`config.mk`:
```
export PLATFORM = sky130hd
export DESIGN_NAME = swire_slave_bit
export DESIGN_NICKNAME = d
export VERILOG_FILES = /design/src/rtl/swire_pkg.sv /design/src/rtl/swire_line_sync.sv /design/src/rtl/swire_reset_det.sv /design/src/rtl/swire_presence.sv /design/src/rtl/swire_slot.sv /design/src/rtl/swire_slave_bit.sv
export SDC_FILE = /design/constraint.sdc
export NUM_CORES = 1
export LEC_CHECK = 0
export ABC_AREA = 1
export BUFFER_PORTS_ARGS = -buffer_cell sky130_fd_sc_hd__buf_2
export CORE_MARGIN = 3
export CORE_UTILIZATION = 45
export DETAILED_ROUTE_END_ITERATION = 7
export PLACE_DENSITY_LB_ADDON = 0.05
export SETUP_SLACK_MARGIN = 0.3
export SLEW_MARGIN = 20
export SYNTH_ARGS = -nofsm -noshare
export SYNTH_HDL_FRONTEND = slang
export SYNTH_SLANG_ARGS = --single-unit
```
`constraint.sdc`:
```
create_clock -name clk -period 2.9 [get_ports clk]
set_input_delay 0.145 -clock clk [delete_from_list [all_inputs] [get_ports clk]]
set_output_delay 0.145 -clock clk [all_outputs]
set_load 0.03 [all_outputs]
```
`src/rtl/swire_pkg.sv`:
```
package swire_pkg;

  typedef enum logic [1:0] {
    SL_IDLE,
    SL_TIMED,
    SL_WAIT_HIGH
  } slot_state_t;

  typedef enum logic [1:0] {
    PR_IDLE,
    PR_GAP,
    PR_LOW,
    PR_REL
  } pres_state_t;

endpackage

```
`src/rtl/swire_line_sync.sv`:
```
module swire_line_sync #(
  parameter int STAGES = 2
) (
  input  logic clk,
  input  logic rst,
  input  logic bus_in,
  output logic line_q,
  output logic fall,
  output logic rise,
  output logic settled_high
);

  logic [STAGES-1:0] sync_r;
  logic              line_d;

  // bus idles high, so the chain resets to 1
  always_ff @(posedge clk) begin
    if (rst) begin
      sync_r <= '1;
      line_d <= 1'b1;
    end else begin
      sync_r <= {sync_r[STAGES-2:0], bus_in};
      line_d <= sync_r[STAGES-1];
    end
  end

  assign line_q       = sync_r[STAGES-1];
  assign fall         = line_d & ~line_q;
  assign rise         = ~line_d & line_q;
  assign settled_high = line_d & line_q;

endmodule

```
`src/rtl/swire_reset_det.sv`:
```
module swire_reset_det #(
  parameter int CW     = 16,
  parameter int T_LONG = 960,
  parameter int T_FAST = 96
) (
  input  logic clk,
  input  logic rst,
  input  logic line_q,
  input  logic fall,
  input  logic rise,
  input  logic ignore,
  input  logic fast_go,
  output logic rst_det,
  output logic fast_mode
);

  logic [CW-1:0] low_cnt;
  logic          judge;
  logic          is_long;
  logic          is_fast_rst;

  // low-time counter, saturating at the long threshold
  always_ff @(posedge clk) begin
    if (rst) begin
      low_cnt <= '0;
    end else if (fall) begin
      low_cnt <= CW'(1);
    end else if (!line_q && low_cnt != CW'(T_LONG)) begin
      low_cnt <= low_cnt + 1'b1;
    end
  end

  assign judge       = rise && !ignore;
  assign is_long     = judge && (low_cnt >= CW'(T_LONG));
  assign is_fast_rst = judge && fast_mode && (low_cnt >= CW'(T_FAST));

  always_ff @(posedge clk) begin
    if (rst) begin
      rst_det   <= 1'b0;
      fast_mode <= 1'b0;
    end else begin
      rst_det <= is_long || is_fast_rst;
      if (is_long) begin
        fast_mode <= 1'b0;
      end else if (fast_go) begin
        fast_mode <= 1'b1;
      end
    end
  end

  AST_RST_SINGLE: assert property (@(posedge clk) disable iff (rst)
    rst_det |=> !rst_det);

  AST_SHORT_NO_RST: assert property (@(posedge clk) disable iff (rst)
    (rise && !fast_mode && low_cnt < CW'(T_LONG)) |=> !rst_det);

  AST_LONG_NORMAL: assert property (@(posedge clk) disable iff (rst)
    (rise && !ignore && low_cnt >= CW'(T_LONG)) |=> (rst_det && !fast_mode));

endmodule

```
`src/rtl/swire_presence.sv`:
```
module swire_presence
  import swire_pkg::*;
#(
  parameter int CW       = 16,
  parameter int T_GAP_N  = 60,
  parameter int T_GAP_F  = 6,
  parameter int T_LOW_N  = 240,
  parameter int T_LOW_F  = 24
) (
  input  logic clk,
  input  logic rst,
  input  logic start,
  input  logic fast_mode,
  input  logic settled_high,
  output logic pd_n,
  output logic busy
);

  pres_state_t   st;
  logic [CW-1:0] cnt;
  logic          fast_q;
  logic [CW-1:0] gap_t;
  logic [CW-1:0] low_t;

  assign gap_t = fast_q ? CW'(T_GAP_F) : CW'(T_GAP_N);
  assign low_t = fast_q ? CW'(T_LOW_F) : CW'(T_LOW_N);

  always_ff @(posedge clk) begin
    if (rst) begin
      st     <= PR_IDLE;
      cnt    <= '0;
      fast_q <= 1'b0;
      pd_n   <= 1'b1;
    end else begin
      case (st)
        PR_IDLE: begin
          if (start) begin
            st     <= PR_GAP;
            cnt    <= CW'(1);
            fast_q <= fast_mode;
          end
        end
        PR_GAP: begin
          if (cnt == gap_t) begin
            st   <= PR_LOW;
            cnt  <= CW'(1);
            pd_n <= 1'b0;
          end else begin
            cnt <= cnt + 1'b1;
          end
        end
        PR_LOW: begin
          if (cnt == low_t) begin
            st   <= PR_REL;
            pd_n <= 1'b1;
          end else begin
            cnt <= cnt + 1'b1;
          end
        end
        PR_REL: begin
          // hold off until the line has settled high again
          if (settled_high) st <= PR_IDLE;
        end
        default: st <= PR_IDLE;
      endcase
    end
  end

  assign busy = (st != PR_IDLE);

  AST_PRES_FOLLOWS: assert property (@(posedge clk) disable iff (rst)
    start |=> (busy && pd_n));

endmodule

```
`src/rtl/swire_slot.sv`:
```
module swire_slot
  import swire_pkg::*;
#(
  parameter int CW       = 16,
  parameter int T_SLOT_N = 60,
  parameter int T_SLOT_F = 6
) (
  input  logic clk,
  input  logic rst,
  input  logic line_q,
  input  logic fall,
  input  logic block,
  input  logic fast_mode,
  input  logic tx_en,
  input  logic tx_bit,
  output logic pd_n,
  output logic rx_valid,
  output logic rx_data,
  output logic tx_take
);

  slot_state_t   st;
  logic [CW-1:0] cnt;
  logic          fast_q;
  logic          read_q;
  logic [CW-1:0] tim_t;

  assign tim_t = fast_q ? CW'(T_SLOT_F) : CW'(T_SLOT_N);

  always_ff @(posedge clk) begin
    if (rst) begin
      st       <= SL_IDLE;
      cnt      <= '0;
      fast_q   <= 1'b0;
      read_q   <= 1'b0;
      pd_n     <= 1'b1;
      rx_valid <= 1'b0;
      rx_data  <= 1'b0;
      tx_take  <= 1'b0;
    end else begin
      rx_valid <= 1'b0;
      tx_take  <= 1'b0;
      case (st)
        SL_IDLE: begin
          if (fall && !block) begin
            st      <= SL_TIMED;
            cnt     <= CW'(1);
            fast_q  <= fast_mode;
            read_q  <= tx_en;
            tx_take <= tx_en;
            pd_n    <= !(tx_en && !tx_bit);
          end
        end
        SL_TIMED: begin
          if (cnt == tim_t) begin
            st   <= SL_WAIT_HIGH;
            pd_n <= 1'b1;
            if (!read_q) begin
              rx_valid <= 1'b1;
              rx_data  <= line_q;
            end
          end else begin
            cnt <= cnt + 1'b1;
          end
        end
        SL_WAIT_HIGH: begin
          if (line_q) st <= SL_IDLE;
        end
        default: st <= SL_IDLE;
      endcase
    end
  end

  AST_RX_SINGLE: assert property (@(posedge clk) disable iff (rst)
    rx_valid |=> !rx_valid);

  AST_READ_NO_RX: assert property (@(posedge clk) disable iff (rst)
    (st == SL_TIMED && read_q) |=> !rx_valid);

  AST_TAKE_SINGLE: assert property (@(posedge clk) disable iff (rst)
    tx_take |=> !tx_take);

endmodule

```
`src/rtl/swire_slave_bit.sv`:
```
module swire_slave_bit #(
  parameter int TICKS_PER_US     = 100,
  parameter int SYNC_STAGES      = 2,
  parameter int RST_LONG_US      = 480,
  parameter int RST_FAST_US      = 48,
  parameter int PRES_GAP_US      = 30,
  parameter int PRES_GAP_FAST_US = 3,
  parameter int PRES_LOW_US      = 120,
  parameter int PRES_LOW_FAST_US = 12,
  parameter int SLOT_US          = 30,
  parameter int SLOT_FAST_US     = 3
) (
  input  logic clk,
  input  logic rst,
  input  logic bus_in,
  output logic bus_pd_n,
  input  logic fast_go,
  input  logic tx_en,
  input  logic tx_bit,
  output logic tx_take,
  output logic rx_valid,
  output logic rx_bit,
  output logic rst_det
);

  localparam int T_RST_LONG  = RST_LONG_US * TICKS_PER_US;
  localparam int T_RST_FAST  = RST_FAST_US * TICKS_PER_US;
  localparam int T_GAP_N     = PRES_GAP_US * TICKS_PER_US;
  localparam int T_GAP_F     = PRES_GAP_FAST_US * TICKS_PER_US;
  localparam int T_LOW_N     = PRES_LOW_US * TICKS_PER_US;
  localparam int T_LOW_F     = PRES_LOW_FAST_US * TICKS_PER_US;
  localparam int T_SLOT_N    = SLOT_US * TICKS_PER_US;
  localparam int T_SLOT_F    = SLOT_FAST_US * TICKS_PER_US;
  localparam int CW          = $clog2(T_RST_LONG + T_LOW_N + T_GAP_N + 1);

  logic line_q, fall, rise, settled_high;
  logic fast_mode;
  logic pres_busy, pres_pd_n;
  logic slot_pd_n;

  swire_line_sync #(
    .STAGES(SYNC_STAGES)
  ) sync_i (
    .clk          (clk),
    .rst          (rst),
    .bus_in       (bus_in),
    .line_q       (line_q),
    .fall         (fall),
    .rise         (rise),
    .settled_high (settled_high)
  );

  swire_reset_det #(
    .CW     (CW),
    .T_LONG (T_RST_LONG),
    .T_FAST (T_RST_FAST)
  ) rdet_i (
    .clk       (clk),
    .rst       (rst),
    .line_q    (line_q),
    .fall      (fall),
    .rise      (rise),
    .ignore    (pres_busy),
    .fast_go   (fast_go),
    .rst_det   (rst_det),
    .fast_mode (fast_mode)
  );

  swire_presence #(
    .CW      (CW),
    .T_GAP_N (T_GAP_N),
    .T_GAP_F (T_GAP_F),
    .T_LOW_N (T_LOW_N),
    .T_LOW_F (T_LOW_F)
  ) pres_i (
    .clk          (clk),
    .rst          (rst),
    .start        (rst_det),
    .fast_mode    (fast_mode),
    .settled_high (settled_high),
    .pd_n         (pres_pd_n),
    .busy         (pres_busy)
  );

  swire_slot #(
    .CW       (CW),
    .T_SLOT_N (T_SLOT_N),
    .T_SLOT_F (T_SLOT_F)
  ) slot_i (
    .clk       (clk),
    .rst       (rst),
    .line_q    (line_q),
    .fall      (fall),
    .block     (pres_busy),
    .fast_mode (fast_mode),
    .tx_en     (tx_en),
    .tx_bit    (tx_bit),
    .pd_n      (slot_pd_n),
    .rx_valid  (rx_valid),
    .rx_data   (rx_bit),
    .tx_take   (tx_take)
  );

  // both requesters are flops; the open-drain wire-AND is done here
  assign bus_pd_n = slot_pd_n & pres_pd_n;

  AST_QUIET_IN_PRES: assert property (@(posedge clk) disable iff (rst)
    pres_busy |-> (!rx_valid && !tx_take));

endmodule

```
* Yosys cells after proc, flatten, opt, wreduce, memory -nomap -nowiden
Cells that the tools add are included.
** Word-level totals
- Flip-flop bits (word level) :: 65
- Bits in latches :: 0
- RAM bits :: 0
- ROM bits :: 0
- Input bits :: 6
- Output and inout port bits :: 5
- Word-level logic and storage cells :: 112
- Memories :: 0
** Operators by class
- Add/subtract/negate cells :: 3
- Multiply operators :: 0
- Divide/modulo/power cells :: 0
- Magnitude comparators :: 2
- Equal/unequal tests :: 18
- Shift operators :: 0
- Mux-type cells :: 28
- Bitwise gates (word level) :: 11
- Reduce and logical (&&, ||, !) cells :: 32
** Operators with widths (number)
- $mux W16 :: 5
- $add A16 B1 Y16 const B :: 3
- $eq A16 B16 Y1 :: 3
- $pmux W16 S3 :: 1
- $pmux W16 S2 :: 1
- $mux W12 :: 2
- $reduce_and A3 Y1 :: 6
- $ge A16 B13 Y1 const B :: 1
- $ge A16 B16 Y1 const B :: 1
- $ne A16 B16 Y1 const B :: 1
- $mux W14 :: 1
- $mux W2 :: 7
- $ne A2 B1 Y1 const B :: 5
- $ne A2 B2 Y1 const B :: 4
- $pmux W2 S4 :: 1
- $reduce_bool A2 Y1 :: 4
- $logic_and A1 B1 Y1 :: 7
- $mux W1 :: 7
- $not A1 Y1 :: 7
- $eq A2 B2 Y1 const B :: 3
- $pmux W2 S3 :: 1
- $reduce_or A3 Y1 :: 2
- $and A1 B1 Y1 :: 4
- $eq A2 B1 Y1 const B :: 2
- 8 further kinds :: 15

* Depth between registers and ports, before layout
- Depth after elaboration :: 6
- Gate-level depth with buffers :: 14
- Mapped depth without buffers :: 13

* By module
Synthesis repeated with hierarchy kept, for this count alone.
** Second synthesis, totals
- Cell total of the unflattened synthesis :: 700
- Area, all modules :: 4439.3 um^2
** By module, submodules not included
- swire_presence :: instances 1, cells an instance 281, area each 1719.1 um^2, seq. area each 400.4 um^2
- swire_slot :: instances 1, cells an instance 216, area each 1406.3 um^2, seq. area each 480.5 um^2
- swire_reset_det :: instances 1, cells an instance 186, area each 1201.2 um^2, seq. area each 360.3 um^2
- swire_line_sync :: instances 1, cells an instance 15, area each 105.1 um^2, seq. area each 60.1 um^2
- swire_slave_bit :: instances 1, cells an instance 2, area each 7.5 um^2, seq. area each 0.0 um^2

* Least setup slack after synthesis
OpenSTA, ideal clock, no wires.
- Path kind :: register -> register
- Start point :: register pres_i.st[0]
- End point :: register pres_i.cnt[0]
- Setup time :: 0.113 ns
- Arrival time :: 1.605 ns
- Data required time :: 2.787 ns
- Setup slack :: 1.182 ns
- Cell stages (with the launch flop) :: 12
- Buffers on the path :: 1
- Period minus slack after synthesis :: 1.718 ns
- Cell sequence :: dfxtp_1 > inv_1 > ha_1 > inv_1 > nor2_1 > nor2_1 > nand2_4 > inv_4 > buf_6 > nand2_1 > nor2_1 > nor2_1
** Between the ends
- Cells in the longest elaborated chain, start to end :: 3
- Elaborated cells on any way between the ends :: 8
- Those cells by class :: eq/ne (4); mux (1); reduce/logical (3)
** Ends and longest elaborated chain
- start, declared :: line swire_presence.sv:19 : pres_state_t st;
- start signal, assigned :: line swire_presence.sv:30 : st <= PR_IDLE;
- start signal, assigned :: line swire_presence.sv:38 : st <= PR_GAP;
- start signal, assigned :: line swire_presence.sv:45 : st <= PR_LOW;
- $eq A2 B2 Y1, or another cell as far along :: line swire_presence.sv:35 : case (st)
- $ne A2 B2 Y1 (no line) or $reduce_bool A3 Y1 (tied branches)
- $reduce_and A3 Y1 (no line)
- end signal, assigned :: line swire_presence.sv:49 : cnt <= cnt + 1'b1;
- end signal, assigned :: line swire_presence.sv:57 : cnt <= cnt + 1'b1;
- end, declared :: line swire_presence.sv:20 : logic [CW-1:0] cnt;
Parallel ways exist; a longest one is shown, timed or not.
A chain may end at the register's enable or synchronous reset.

* Final worst setup path
- Start point :: register pres_i.st[0]
- End point :: register pres_i.cnt[2]
Same word-level chain as after synthesis.

==> flow_summary.rst <==
.. list-table::
   :header-rows: 1

   * - Metric
     - Value
   * - Total DRC errors in the routed layout
     - 0
   * - Final Power
     - about 0.0024 W
   * - Routed Antenna Nets
     - 0
   * - Net total in the final layout
     - 643
   * - Cell count after synthesis
     - between 600 and 700
   * - Final cell count without fillers
     - 735
   * - Vias
     - roughly 3900
   * - Combinational family with the most area after synthesis
     - simple AND/OR/NAND/NOR gates
   * - Skew-Pair Late Insertion Delay
     - 0.34 ns
   * - Primary FF master, synth
     - sky130_fd_sc_hd__dfxtp_1
   * - Number of violations of the max-capacitance limit
     - 0
   * - Final slew viol count
     - 0
   * - Fraction of the mapped netlist area in compound gates
     - between 10% and 20%
   * - CTS Root Buffer Type
     - sky130_fd_sc_hd__clkbuf_8
   * - Sequential cell area
     - between 1000 and 1500 sq um
   * - Leading area contributor after synthesis
     - sky130_fd_sc_hd__dfxtp_1
   * - First drt pass iteration count
     - 4
   * - Share of Yosys cell area claimed by the top area cell type
     - roughly a third
   * - Category of the most critical setup path
     - reg2reg
   * - Global routing usage summed across all routing layers
     - 21.32%
   * - Max_slew headroom
     - a little under three fifths
   * - Design area
     - between 4000 and 5000 sq um
   * - Congestion Overflow GR
     - 0
   * - Wire length of the first global-routing pass
     - approximately 17000 um
   * - Met1 Track Usage GR
     - between 20% and 30%
   * - Core Footprint
     - ~8300 sq um
   * - Required time worst endpoint
     - 3.13 ns
   * - Fraction of the yosys area taken by sequential cells
     - roughly 33%
   * - Fraction of final layout cells sized beyond drive strength 1
     - ~7.6%
   * - Mean post-synth cell area
     - between 6 and 7 sq um
   * - Startpoint types
     - register
   * - Routed via count divided by cell count
     - about 5.4
   * - Routability Congestion
     - 0.9004
   * - Unrepaired setup endpoints after global routing
     - false
   * - Diodes inserted
     - 0
   * - CTS sink count
     - 65
   * - Post-DP HPWL
     - ~7400 um
   * - LEAKAGE
     - 1.560 nW
   * - Clock H-tree levels
     - 3
   * - Post-Synthesis Cell Area
     - ~4000 sq um
   * - Routed wirelength normalized by instance count
     - between 10 and 15 um
   * - Shortest period the worst path allows
     - approximately 2.2 ns
   * - Maximum number of pins on one net before global-route repair
     - 29
   * - Global-route met2 utilization
     - 33.26%
   * - Deepest clock path buffer count
     - 2
   * - Die Span Y
     - 99.59 um
   * - Synthesis-stage register bit count
     - between 60 and 70
   * - Slew at the pin with the worst max-slew slack
     - roughly 0.63 ns
   * - TritonCTS clock tree
     - yes
   * - Library cells used by synthesis
     - 38
   * - Vias in the first global route
     - 3591
   * - Comb power frac
     - between 20% and 30%
   * - Worst clock skew on the final layout
     - just over 0.01 ns
   * - Final setup vio count
     - 0
   * - Final Hold Viols
     - 0
   * - Placed Instance Area
     - just over 4000 sq um
   * - Worst path arrival time
     - around 2.4 ns
   * - Share of the clock period used by the worst path after layout
     - between 70% and 80%
   * - Run status
     - finished clean
   * - Met3 GRT Util
     - under 10%
   * - Placed Cells incl. Taps
     - approximately 720
   * - Final TNS setup
     - 0 ns
   * - Die area
     - roughly 9900 sq um
   * - Relative area change from synthesis to final layout
     - 7.460%
   * - Total detailed-routing wirelength
     - around 10000 um
   * - Category of the worst setup path capture point
     - register
   * - Number of warning messages in the yosys log
     - 0
   * - Row count
     - 33
   * - P per Cell Area
     - 557.6 nW/um^2
   * - Area share of xor/xnor cells in the synthesized design
     - 2.889%
   * - Antenna violations before repair
     - 0
   * - Peak fanout along the critical path
     - 17
   * - Horizontal extent of the die
     - between 90 and 100 um
   * - Global-route layer with the greatest usage
     - met2
   * - Share of synthesized area spent on multiplexers
     - 0%
   * - Total net switching power
     - 0.0008662 W
   * - Largest voltage drop on the vdd net
     - 0.1998 mV
   * - Fill cell instance count of the final layout
     - between 800 and 900
   * - Resize count post-CTS
     - 0
   * - Clock transition at the registers of the reported paths
     - around 0.08 ns
   * - Adder-Cell Fraction of Synth Area
     - 3.810%
   * - Basic-gate share of the synthesized area counting and, or, nand and nor cells
     - 40.29%
   * - Number of clock buffers inserted by TritonCTS
     - 9
   * - Max Clock Freq
     - about 460 MHz
   * - Fraction of power spent switching nets
     - 36.68%
   * - Portion of total power attributed to sequential cells
     - 41.3%
   * - Post CTS Setup Buffer Count
     - 0
   * - Internal power
     - 0.001495 W
   * - Starting density of the core
     - ~47%
   * - Multi-input gate area in the final layout
     - 2260 sq um
   * - Area contributors post-synth
     - sky130_fd_sc_hd__dfxtp_1 33%, sky130_fd_sc_hd__nand2_1 15%, sky130_fd_sc_hd__nand3_1 9.3%
   * - Share of power burned in the clock network
     - about a third
   * - Path type of the worst min-delay path
     - in2reg
   * - Number of enable-type register cells in the synthesized netlist
     - 0
   * - Synth async-reset ratio
     - 0%
   * - Number of I/O port buffers
     - 10
   * - Iteration-0 DRC Markers
     - 154
   * - Number of primary I/O pins
     - 11
   * - Syn Nets
     - between 600 and 700
[final cells by class]
cell class | count | share of cell area (%)
multi-input cells | 463 | 53.35
flip-flops and latches | 65 | 30.72
inverters | 74 | 6.617
well taps | 105 | 3.102
clock buffers | 9 | 2.925
clock inverters | 7 | 1.684
repair buffers | 12 | 1.595
[cell usage after synthesis, drive strengths merged (3+ instances only)]
| cell | count |
|---|---|
| buf | 10 |
| xnor2 | 3 |
| inv | 74 |
| a21oi | 41 |
| nand4 | 13 |
| nor2 | 86 |
| nand3b | 3 |
| nand2 | 160 |
| xor2 | 10 |
| dfxtp | 65 |
| ha | 12 |
| nand3 | 75 |
| clkbuf | 7 |
| nor3 | 16 |
| o21ai | 27 |
[timing repair]
action                                  4_1_cts  5_1_grt
endpoints found under the setup margin        0        0
endpoints found under the hold margin         1        0
hold buffers                                  1        0
[state kept, by name, summed over array words and instances, names as in the netlist, 2 cells and up]
register	count
sync_i.sync_r	2
slot_i.st	2
pres_i.st	2
slot_i.cnt	16
rdet_i.low_cnt	16
pres_i.cnt	16
[layout by cell type (no fill, tap or decap), drive strengths merged, types with 2 or more instances in the layout]
master and n:
a21oi 41, and3 2, buf 11, clkbuf 9
clkinv 3, clkinvlp 3, dfxtp 65, ha 12
inv 74, nand2 160, nand3 75, nand3b 3
nand4 13, nor2 86, nor3 16, nor3b 2
o211ai 2, o21ai 27, o21bai 2, or2 2
xnor2 3, xor2 10
[per-stage QoR]
stage          hold WS (ns)  util (%)  setup WS (ns)
2_1_floorplan        0.2488         -          1.182
3_3_place_gp         0.3310     48.32         0.8866
3_5_place_dp         0.3361     48.32         0.7480
4_1_cts             0.03448     50.78         0.7298
5_1_grt             0.04043     50.78         0.4947
6_report            0.05136     50.78         0.7232
[power groups by stage]
| stage | combinational [W] | sequential [W] | clock (W) |
|---|---|---|---|
| floorplan | 0.000508 | 0.000982 | 0 |
| global placement | 0.000596 | 0.000993 | 0 |
| finish | 0.000606 | 0.000975 | 0.000780 |
| global route | 0.000693 | 0.000981 | 0.000849 |
| detailed placement | 0.000604 | 0.000996 | 0 |
| CTS | 0.000608 | 0.000975 | 0.000808 |
[path summary, 6_finish.rpt]
path | slack [ns] | depth (start not counted) | startpoint | end
setup / recovery | 0.72 | 10 | pres_i.st[0] | pres_i.cnt[2]
hold / removal | 0.05 | 3 | tx_en | slot_i.tx_take
setup reg to reg | 0.72 | 10 | pres_i.st[0] | pres_i.cnt[2]
hold reg to reg | 0.41 | 1 | sync_i.sync_r[0] | sync_i.sync_r[1]
[critical path, stage by stage (launching register included)]
cell and delay, ns:
sky130_fd_sc_hd__dfxtp_1 0.38, sky130_fd_sc_hd__inv_1 0.11, sky130_fd_sc_hd__ha_1 0.25, sky130_fd_sc_hd__inv_1 0.10, sky130_fd_sc_hd__nor2_1 0.05, sky130_fd_sc_hd__nor2_1 0.41, sky130_fd_sc_hd__nand2_4 0.18, sky130_fd_sc_hd__inv_4 0.20
sky130_fd_sc_hd__nand2_1 0.12, sky130_fd_sc_hd__nand2_2 0.17, sky130_fd_sc_hd__nor2_1 0.07
[kinds of logic after synthesis]
| family | Yosys count |
|---|---|
| AO/OA/AOI/OAI | 77 |
| XOR/XNOR | 13 |
| adder cells (fa/ha/maj) | 12 |
| buffers and inverters | 91 |
| flip-flops | 65 |
| AND/OR/NAND/NOR | 361 |
[metal layers]
| metal | wire (um) | vias to the layer above |
|---|---|---|
| met2 | 4451 | 98 |
| met1 | 4884 | 1825 |
| met4 | 133 | 0 |
| li1 | - | 2010 |
| met5 | 0 | - |
| met3 | 527 | 10 |
(Power assumes the default switching activity.)
